**src/rtl/aud_tx_pkg.sv**
```systemverilog
package aud_tx_pkg;
  localparam int unsigned SMP_W   = 20;
  localparam int unsigned SHORT_W = 16;
  localparam int unsigned IDX_W   = $clog2(SMP_W);
  localparam int unsigned CNT_W   = 7;
  localparam int unsigned DIV_W   = 4;

  typedef enum logic [2:0] {
    CM_256    = 3'b000,
    CM_384    = 3'b001,
    CM_512    = 3'b010,
    CM_768    = 3'b011,
    CM_FOLLOW = 3'b100,
    CM_RSV_A  = 3'b101,
    CM_RSV_B  = 3'b110,
    CM_BYPASS = 3'b111
  } clk_mode_e;

  typedef enum logic [1:0] {
    FMT_RJ16 = 2'b00,
    FMT_RJ20 = 2'b01,
    FMT_LJ   = 2'b10,
    FMT_I2S  = 2'b11
  } fmt_e;

  // master clock cycles per bit clock
  function automatic logic [DIV_W-1:0] mclk_div(clk_mode_e m);
    case (m)
      CM_384:  return DIV_W'(6);
      CM_512:  return DIV_W'(8);
      CM_768:  return DIV_W'(12);
      default: return DIV_W'(4);
    endcase
  endfunction

  function automatic logic left_level(fmt_e f);
    return (f == FMT_I2S) ? 1'b0 : 1'b1;
  endfunction

  function automatic int word_len(fmt_e f, logic [CNT_W-1:0] hlen);
    case (f)
      FMT_RJ16: return SHORT_W;
      FMT_RJ20: return SMP_W;
      default:  return (int'(hlen) == SHORT_W) ? SHORT_W : SMP_W;
    endcase
  endfunction

  // bit driven in slot b of a half-frame holding hl slots
  function automatic logic slot_bit(fmt_e f, logic [SMP_W-1:0] w,
                                    logic [SMP_W-1:0] wp,
                                    logic [CNT_W-1:0] b,
                                    logic [CNT_W-1:0] hl);
    int wl;
    int k;
    logic [IDX_W-1:0] idx;
    logic r;
    wl  = word_len(f, hl);
    r   = 1'b0;
    idx = '0;
    case (f)
      FMT_RJ16, FMT_RJ20: k = int'(b) - (int'(hl) - wl);
      FMT_LJ:             k = int'(b);
      default:            k = int'(b) - 1;
    endcase
    if (k >= 0 && k < wl) begin
      idx = IDX_W'(SMP_W - 1 - k);
      r   = w[idx];
    end else if (f == FMT_I2S && b == '0 && int'(hl) == wl) begin
      idx = IDX_W'(SMP_W - wl);
      r   = wp[idx];
    end
    return r;
  endfunction
endpackage

```
**src/rtl/aud_tx_cfg.sv**
```systemverilog
module aud_tx_cfg
  import aud_tx_pkg::*;
(
  input  logic             clk,
  input  logic             rst_n,
  input  logic             pdn,
  input  logic [2:0]       mode_pins,
  input  logic [1:0]       fmt_pins,
  output fmt_e             fmt_q,
  output logic             is_master,
  output logic             is_slave,
  output logic [DIV_W-1:0] div_n,
  output logic             left_lvl
);
  clk_mode_e mode_q;

  always_ff @(posedge clk or negedge rst_n) begin
    if (!rst_n) begin
      mode_q <= CM_FOLLOW;
      fmt_q  <= FMT_LJ;
    end else if (pdn) begin
      mode_q <= clk_mode_e'(mode_pins);
      fmt_q  <= fmt_e'(fmt_pins);
    end
  end

  always_comb begin
    is_master = (mode_q == CM_256) || (mode_q == CM_384) || (mode_q == CM_512) ||
                (mode_q == CM_768) || (mode_q == CM_BYPASS);
    is_slave  = (mode_q == CM_FOLLOW);
    div_n     = mclk_div(mode_q);
    left_lvl  = left_level(fmt_q);
  end

  assert_cfg_hold_R1: assert property (@(posedge clk) disable iff (!rst_n)
    !pdn |=> ($stable(mode_q) && $stable(fmt_q)));
endmodule

```
**src/rtl/aud_tx_mclkgen.sv**
```systemverilog
module aud_tx_mclkgen
  import aud_tx_pkg::*;
#(
  parameter int unsigned SLOT_W = 6
)(
  input  logic             clk,
  input  logic             rst_n,
  input  logic             run,
  input  logic [DIV_W-1:0] div_n,
  input  logic             left_lvl,
  output logic             tick,
  output logic             lrck_nxt,
  output logic             bclk_o,
  output logic             lrck_o
);
  localparam int unsigned HALF = 2 ** (SLOT_W - 1);

  logic [DIV_W-1:0]  div_cnt, div_nxt;
  logic [SLOT_W-1:0] slot, slot_nxt;
  logic [DIV_W-1:0]  hi_len;

  always_comb begin
    tick     = run && (div_cnt == div_n - DIV_W'(1));
    div_nxt  = tick ? '0 : div_cnt + DIV_W'(1);
    slot_nxt = slot + SLOT_W'(1);
    lrck_nxt = (int'(slot_nxt) < HALF) ? left_lvl : ~left_lvl;
  end

  always_ff @(posedge clk or negedge rst_n) begin
    if (!rst_n) begin
      div_cnt <= '0;
      slot    <= '1;
      bclk_o  <= 1'b0;
      lrck_o  <= 1'b0;
    end else if (!run) begin
      div_cnt <= '0;
      slot    <= '1;
      bclk_o  <= 1'b0;
      lrck_o  <= 1'b0;
    end else begin
      div_cnt <= div_nxt;
      bclk_o  <= (div_nxt >= (div_n >> 1));
      if (tick) begin
        slot   <= slot_nxt;
        lrck_o <= lrck_nxt;
      end
    end
  end

  // checker-side high-phase length
  always_ff @(posedge clk or negedge rst_n) begin
    if (!rst_n)       hi_len <= '0;
    else if (!run)    hi_len <= '0;
    else if (bclk_o)  hi_len <= hi_len + DIV_W'(1);
    else              hi_len <= '0;
  end

  assert_bclk_duty_R2: assert property (@(posedge clk) disable iff (!rst_n || !run)
    $fell(bclk_o) |-> (hi_len == (div_n >> 1)));
endmodule

```
**src/rtl/aud_tx_slvsync.sv**
```systemverilog
module aud_tx_slvsync #(
  parameter int unsigned SYNC_N = 2
)(
  input  logic clk,
  input  logic rst_n,
  input  logic run,
  input  logic bclk_in,
  input  logic lrck_in,
  output logic tick,
  output logic lrck_lvl
);
  logic [SYNC_N:0]   bsync;
  logic [SYNC_N-1:0] lsync;

  always_ff @(posedge clk or negedge rst_n) begin
    if (!rst_n) begin
      bsync <= '0;
      lsync <= '0;
    end else begin
      bsync <= {bsync[SYNC_N-1:0], bclk_in};
      lsync <= {lsync[SYNC_N-2:0], lrck_in};
    end
  end

  // falling edge of the resynchronized bit clock; frame clock at equal depth
  assign tick     = run && bsync[SYNC_N] && !bsync[SYNC_N-1];
  assign lrck_lvl = lsync[SYNC_N-1];
endmodule

```
**src/rtl/aud_tx_framer.sv**
```systemverilog
module aud_tx_framer
  import aud_tx_pkg::*;
(
  input  logic             clk,
  input  logic             rst_n,
  input  logic             pdn,
  input  logic             tick,
  input  logic             lrck_lvl,
  input  fmt_e             fmt,
  input  logic             left_lvl,
  input  logic             smp_wr,
  input  logic [SMP_W-1:0] smp_l,
  input  logic [SMP_W-1:0] smp_r,
  output logic             sdata_o
);
  localparam logic [CNT_W-1:0] CNT_MAX  = '1;
  localparam logic [CNT_W-1:0] HLEN_DEF = CNT_W'(32);

  logic [SMP_W-1:0] hold_l, hold_r, cur_l, cur_r;
  logic [CNT_W-1:0] b_cnt, b_nxt, hlen, hlen_nxt;
  logic             lrck_last, seen_edge, synced, synced_nxt;
  logic             lr_edge, frame_start, is_left, bit_nxt;
  logic [SMP_W-1:0] word, word_prev;

  always_comb begin
    lr_edge     = tick && (lrck_lvl != lrck_last);
    is_left     = (lrck_lvl == left_lvl);
    frame_start = lr_edge && is_left;
    b_nxt       = lr_edge ? '0 : ((b_cnt == CNT_MAX) ? CNT_MAX : b_cnt + CNT_W'(1));
    hlen_nxt    = (lr_edge && seen_edge) ? b_cnt + CNT_W'(1) : hlen;
    synced_nxt  = synced || frame_start;
    word        = is_left ? (frame_start ? hold_l : cur_l) : cur_r;
    word_prev   = is_left ? cur_r : cur_l;
    bit_nxt     = synced_nxt ? slot_bit(fmt, word, word_prev, b_nxt, hlen_nxt) : 1'b0;
  end

  always_ff @(posedge clk or negedge rst_n) begin
    if (!rst_n) begin
      hold_l <= '0;
      hold_r <= '0;
    end else if (smp_wr) begin
      hold_l <= smp_l;
      hold_r <= smp_r;
    end
  end

  always_ff @(posedge clk or negedge rst_n) begin
    if (!rst_n) begin
      cur_l <= '0; cur_r <= '0; b_cnt <= '0; hlen <= HLEN_DEF;
      lrck_last <= 1'b0; seen_edge <= 1'b0; synced <= 1'b0; sdata_o <= 1'b0;
    end else if (pdn) begin
      cur_l <= '0; cur_r <= '0; b_cnt <= '0; hlen <= HLEN_DEF;
      lrck_last <= ~left_lvl; seen_edge <= 1'b0; synced <= 1'b0; sdata_o <= 1'b0;
    end else if (tick) begin
      b_cnt     <= b_nxt;
      hlen      <= hlen_nxt;
      lrck_last <= lrck_lvl;
      seen_edge <= seen_edge || lr_edge;
      synced    <= synced_nxt;
      sdata_o   <= bit_nxt;
      if (frame_start) begin
        cur_l <= hold_l;
        cur_r <= hold_r;
      end
    end
  end

  assert_rj16_pad_R5: assert property (@(posedge clk) disable iff (!rst_n || pdn)
    (tick && fmt == FMT_RJ16 && hlen_nxt == HLEN_DEF && b_nxt < CNT_W'(16)) |=> !sdata_o);

  assert_short_tail_R9: assert property (@(posedge clk) disable iff (!rst_n || pdn)
    (tick && (fmt == FMT_LJ || fmt == FMT_I2S) && hlen_nxt == CNT_W'(SHORT_W) &&
     b_nxt > CNT_W'(SHORT_W)) |=> !sdata_o);
endmodule

```
**src/rtl/aud_ser_tx.sv**
```systemverilog
module aud_ser_tx
  import aud_tx_pkg::*;
#(
  parameter int unsigned SYNC_N = 2,
  parameter int unsigned SLOT_W = 6
)(
  input  logic             clk,
  input  logic             rst_n,
  input  logic             pdn,
  input  logic [2:0]       cmode_i,
  input  logic [1:0]       ofmt_i,
  input  logic             smp_wr_i,
  input  logic [SMP_W-1:0] smp_l_i,
  input  logic [SMP_W-1:0] smp_r_i,
  input  logic             bclk_i,
  input  logic             lrck_i,
  output logic             bclk_o,
  output logic             lrck_o,
  output logic             sdata_o
);
  fmt_e             fmt_q;
  logic             is_master, is_slave, left_lvl;
  logic [DIV_W-1:0] div_n;
  logic             master_run, slave_run;
  logic             m_tick, m_lrck, s_tick, s_lrck;
  logic             tick, lrck_lvl;

  aud_tx_cfg u_cfg (
    .clk(clk), .rst_n(rst_n), .pdn(pdn), .mode_pins(cmode_i), .fmt_pins(ofmt_i),
    .fmt_q(fmt_q), .is_master(is_master), .is_slave(is_slave), .div_n(div_n),
    .left_lvl(left_lvl)
  );

  assign master_run = is_master && !pdn;
  assign slave_run  = is_slave && !pdn;

  aud_tx_mclkgen #(.SLOT_W(SLOT_W)) u_gen (
    .clk(clk), .rst_n(rst_n), .run(master_run), .div_n(div_n), .left_lvl(left_lvl),
    .tick(m_tick), .lrck_nxt(m_lrck), .bclk_o(bclk_o), .lrck_o(lrck_o)
  );

  aud_tx_slvsync #(.SYNC_N(SYNC_N)) u_sync (
    .clk(clk), .rst_n(rst_n), .run(slave_run), .bclk_in(bclk_i), .lrck_in(lrck_i),
    .tick(s_tick), .lrck_lvl(s_lrck)
  );

  always_comb begin
    tick     = is_master ? m_tick : (is_slave ? s_tick : 1'b0);
    lrck_lvl = is_master ? m_lrck : (is_slave ? s_lrck : 1'b0);
  end

  aud_tx_framer u_frm (
    .clk(clk), .rst_n(rst_n), .pdn(pdn), .tick(tick), .lrck_lvl(lrck_lvl),
    .fmt(fmt_q), .left_lvl(left_lvl), .smp_wr(smp_wr_i), .smp_l(smp_l_i),
    .smp_r(smp_r_i), .sdata_o(sdata_o)
  );

  assert_pdn_quiet_R1: assert property (@(posedge clk) disable iff (!rst_n)
    pdn |=> (!bclk_o && !lrck_o && !sdata_o));

  assert_lrck_on_fall_R3: assert property (@(posedge clk) disable iff (!rst_n || pdn)
    (master_run && !$stable(lrck_o)) |-> $fell(bclk_o));

  assert_data_on_fall_R4: assert property (@(posedge clk) disable iff (!rst_n || pdn)
    (master_run && !$stable(sdata_o)) |-> $fell(bclk_o));

  assert_follow_clocks_low_R10: assert property (@(posedge clk) disable iff (!rst_n)
    is_slave |-> (!bclk_o && !lrck_o));

  assert_reserved_quiet_R11: assert property (@(posedge clk) disable iff (!rst_n)
    (!is_master && !is_slave) |-> (!bclk_o && !lrck_o && !sdata_o));
endmodule

```
**config.mk**
```make
export PLATFORM = sky130hd
export DESIGN_NAME = aud_ser_tx
export DESIGN_NICKNAME = d
export VERILOG_FILES = /design/src/rtl/aud_tx_pkg.sv /design/src/rtl/aud_tx_cfg.sv /design/src/rtl/aud_tx_mclkgen.sv /design/src/rtl/aud_tx_slvsync.sv /design/src/rtl/aud_tx_framer.sv /design/src/rtl/aud_ser_tx.sv
export SDC_FILE = /design/constraint.sdc
export NUM_CORES = 1
export LEC_CHECK = 0
export BUFFER_PORTS_ARGS = -buffer_cell sky130_fd_sc_hd__buf_4
export CAP_MARGIN = 0
export CORE_UTILIZATION = 65
export DETAILED_ROUTE_END_ITERATION = 16
export PLACE_DENSITY = 0.85
export SKIP_LAST_GASP = 1
export SYNTH_ARGS = -nofsm -noshare
export SYNTH_HDL_FRONTEND = slang
export SYNTH_SLANG_ARGS = --single-unit
```
**constraint.sdc**
```tcl
create_clock -name clk -period 9.27 [get_ports clk]
set_input_delay 0.927 -clock clk [delete_from_list [all_inputs] [get_ports clk]]
set_output_delay 0.927 -clock clk [all_outputs]
set_load 0.03 [all_outputs]
```
==> impl_metrics.ini <==
[outcome]
status = finished clean

[global_routing]
grt_pass1_vias = 5674
grt_overflow = 0
grt_max_degree = 81
grtUsageTotal = 0.3279
antenna_found_initial = 0
grt_pass1_wl_um = 27950

[die]
coreArea_um2 = 10280
io-pin-count = 54
start_util = 0.6693
core.rowCount = 37
die_area_um2 = 11000
die_height_um = 104.9
die_w_um = 104.9

[clocking]
cts_num_sinks = 120
cts_buffers = 17
root_buffer = clkbuf_8
ctsResizeCount = 0
cts_hold_buffers = 0
cts_tree = built
postCtsSetupBuffers = 0
htree_levels = 4
cts_buffer_depth = 2
clkLatencyLatePin_ps = 530
clk_pin_slew_ps = 60

[pwr]
leakagePower_nw = 3.397
seq_power_share = 0.418
combPwrFrac = 0.143
vdd_ir_drop_max_v = 0.0001585
power.internal_mw = 1.031
netSwitchingFraction = 0.2623
powerDensity_nw_per_um2 = 177.4
net-switching-power_uw = 366.6
power_frac_clock = 0.439

[routing]
antenna_left = 0
top_layer = met4
wl_um = 16620
first_iter_violations = 354
dr.pass1.iters = 5
met1_length_um = 6717
wire_per_inst_um = 18.36
met2WireLength_um = 8442
wl_met3_um = 877
drc = 0
viasPerCell = 6.223
route.vias.total = 5632

[timing]
slew_viol_final = 0
relSlewSlack = 0.3591
hold_slack_ps = 347.2
hold_viol = 0
setup_tns_ps = 0
tightest_slew_ps = 961.3
rsz0062_at_grt = false
fmax_ghz = 0.1316
clock_skew_ps = 10.67
setup_violations = 0
fin_crit_ps = 7600
period_share = 0.8199

[layout]
syn2layout_area_growth_pct = 14.53
drive_above_1_share = 0.2172
nets = 834
diodes = 0

[synth]
synth.avg_cell_area_um2 = 9.594
synthTopCellsByArea = dfrtp_1 (40%), mux2_2 (7.7%), nand2_1 (7.6%)
yosys-top-cells-count = nand2_1 (139), dfrtp_1 (111), o21ai_0 (88)
yosys.area.top_type = dfrtp_1
synth_most_common_cell = nand2_1
synth.ff_latch_count = 120
synth_ff_type = dfrtp_1
async_flop_share = 1.000
yosysTopAreaCellShare = 0.4038
netlist_area_um2 = 6879
synth-seq-area-share = 0.4382
synth_edf_count = 0
synth.distinct_cells = 69
yosysWarnings = 0
syn_nets = 795
synthCells = 717

[critical_path]
worst_setup_path_end_kind = flip-flop
cp_common_cell = ha_1
worst-setup-path-type = reg -> reg
critPathRequiredTime_ps = 9720
cp_slowest_cell = o2111ai_2
crit_arrival_ps = 8050
path_max_fanout = 20
cp-start-kind = flip-flop
slowest_delay_ps = 800

[worst_hold_path]
hold_class = reg -> reg

[placed_design]
port_buffers = 53
dpl.hpwl_um = 11130
globalplace.congestion = 0.9598

[flow_run]
cap_violations = 0
final timing paths:
| kind | start | to | slack [ps] | depth (start not counted) |
|---|---|---|---|---|
| min in group asynchronous | rst_n | u_gen.bclk_o | 440 | 1 |
| worst min-delay path | u_sync.lsync[0] | u_sync.lsync[1] | 350 | 0 |
| worst min register to register | u_sync.lsync[0] | u_sync.lsync[1] | 350 | 0 |
| worst max-delay path | u_cfg.mode_q[1] | u_frm.sdata_o | 1670 | 28 |
| max in group asynchronous | rst_n | u_frm.hold_r[4] | 7540 | 2 |
| worst max register to register | u_cfg.mode_q[1] | u_frm.sdata_o | 1670 | 28 |
worst max-delay path, delay by kind of cell (launching register included):
kind,cells,cell delay [ps]
compound gates,12,3710
buf+inv,1,50
mux,1,230
fa+ha+maj,4,1150
xor+xnor,1,180
flops,1,510
simple gates,9,1680
layout make-up:
cell class / instances / area, um2
Tap cell: 136 / 170.2
Timing Repair Buffer: 57 / 427.9
Fill cell: 653 / 2399
Sequential cell: 120 / 3014
Inverter: 18 / 67.56
Clock inverter: 7 / 66.31
Clock buffer: 25 / 494.2
Multi-Input combinational cell: 542 / 3638
kinds of logic after synthesis:
| group | count (synthesis) | synth area share |
|---|---|---|
| muxes | 84 | 0.1368 |
| xor gates and xnor gates | 22 | 0.02801 |
| DFF | 120 | 0.4382 |
| buffers and inverters | 55 | 0.03401 |
| and+or+nand+nor | 252 | 0.1684 |
| adders and majority gates | 27 | 0.05020 |
| AOI/OAI and AO/OA | 157 | 0.1444 |
metal layers:
layer  up-vias  track usage
met5         -            0
met3        52      0.06488
met2       196       0.5435
li1       2608            -
met4         0       0.1579
met1      2776       0.4135
sequential cells by signal, summed over array words and instances, names as in the netlist:
| register | flops |
|---|---|
| u_frm.hold_r | 20 |
| u_frm.cur_r | 20 |
| u_frm.cur_l | 20 |
| u_gen.lrck_o | 1 |
| u_frm.hlen | 7 |
| u_frm.b_cnt | 7 |
| u_frm.lrck_last | 1 |
| u_cfg.fmt_q | 2 |
| u_frm.sdata_o | 1 |
| u_frm.seen_edge | 1 |
| u_frm.synced | 1 |
| u_sync.lsync | 2 |
| u_gen.bclk_o | 1 |
| u_sync.bsync | 3 |
| u_cfg.mode_q | 3 |
| u_gen.slot | 6 |
| u_frm.hold_l | 20 |
| u_gen.div_cnt | 4 |
cell usage in the layout (no fill, tap or decap), types with 6 or more instances in the layout:
cell,n
xor2_1,12
o21ai_0,88
dfrtp_1,111
ha_1,26
nor2b_1,6
xnor2_1,10
a21oi_1,16
buf_4,57
nand2_1,139
a21o_1,6
dfstp_2,9
mux2i_1,33
mux2_2,47
clkbuf_16,16
nand2b_1,8
and3_1,6
nand3_1,20
inv_1,17
and2_1,7
nor2_1,34
clkbuf_8,6
metrics by stage:
stage | cell area [um2] | util | cells | total power, mW | setup WS [ps]
after global placement | 7318 | 0.7121 | 873 | 0.7780 | 1884
final | 7879 | 0.7666 | 905 | 1.398 | 1670
after floorplan | 6879 | - | 717 | 0.7207 | 2935
after CTS | 7879 | 0.7666 | 905 | 1.401 | 1786
after global routing | 7879 | 0.7666 | 905 | 1.449 | 1199
after detailed placement | 7318 | 0.7121 | 873 | 0.7868 | 1479
power by group through the flow:
stage	Clock (mW)	Sequential [mW]	Combinational, mW
floorplan	0	0.580	0.141
global placement	0	0.590	0.188
detailed placement	0	0.592	0.195
CTS	0.619	0.584	0.199
global route	0.642	0.589	0.219
finish	0.613	0.585	0.200
Note: power is estimated with default switching activity, not from simulation.
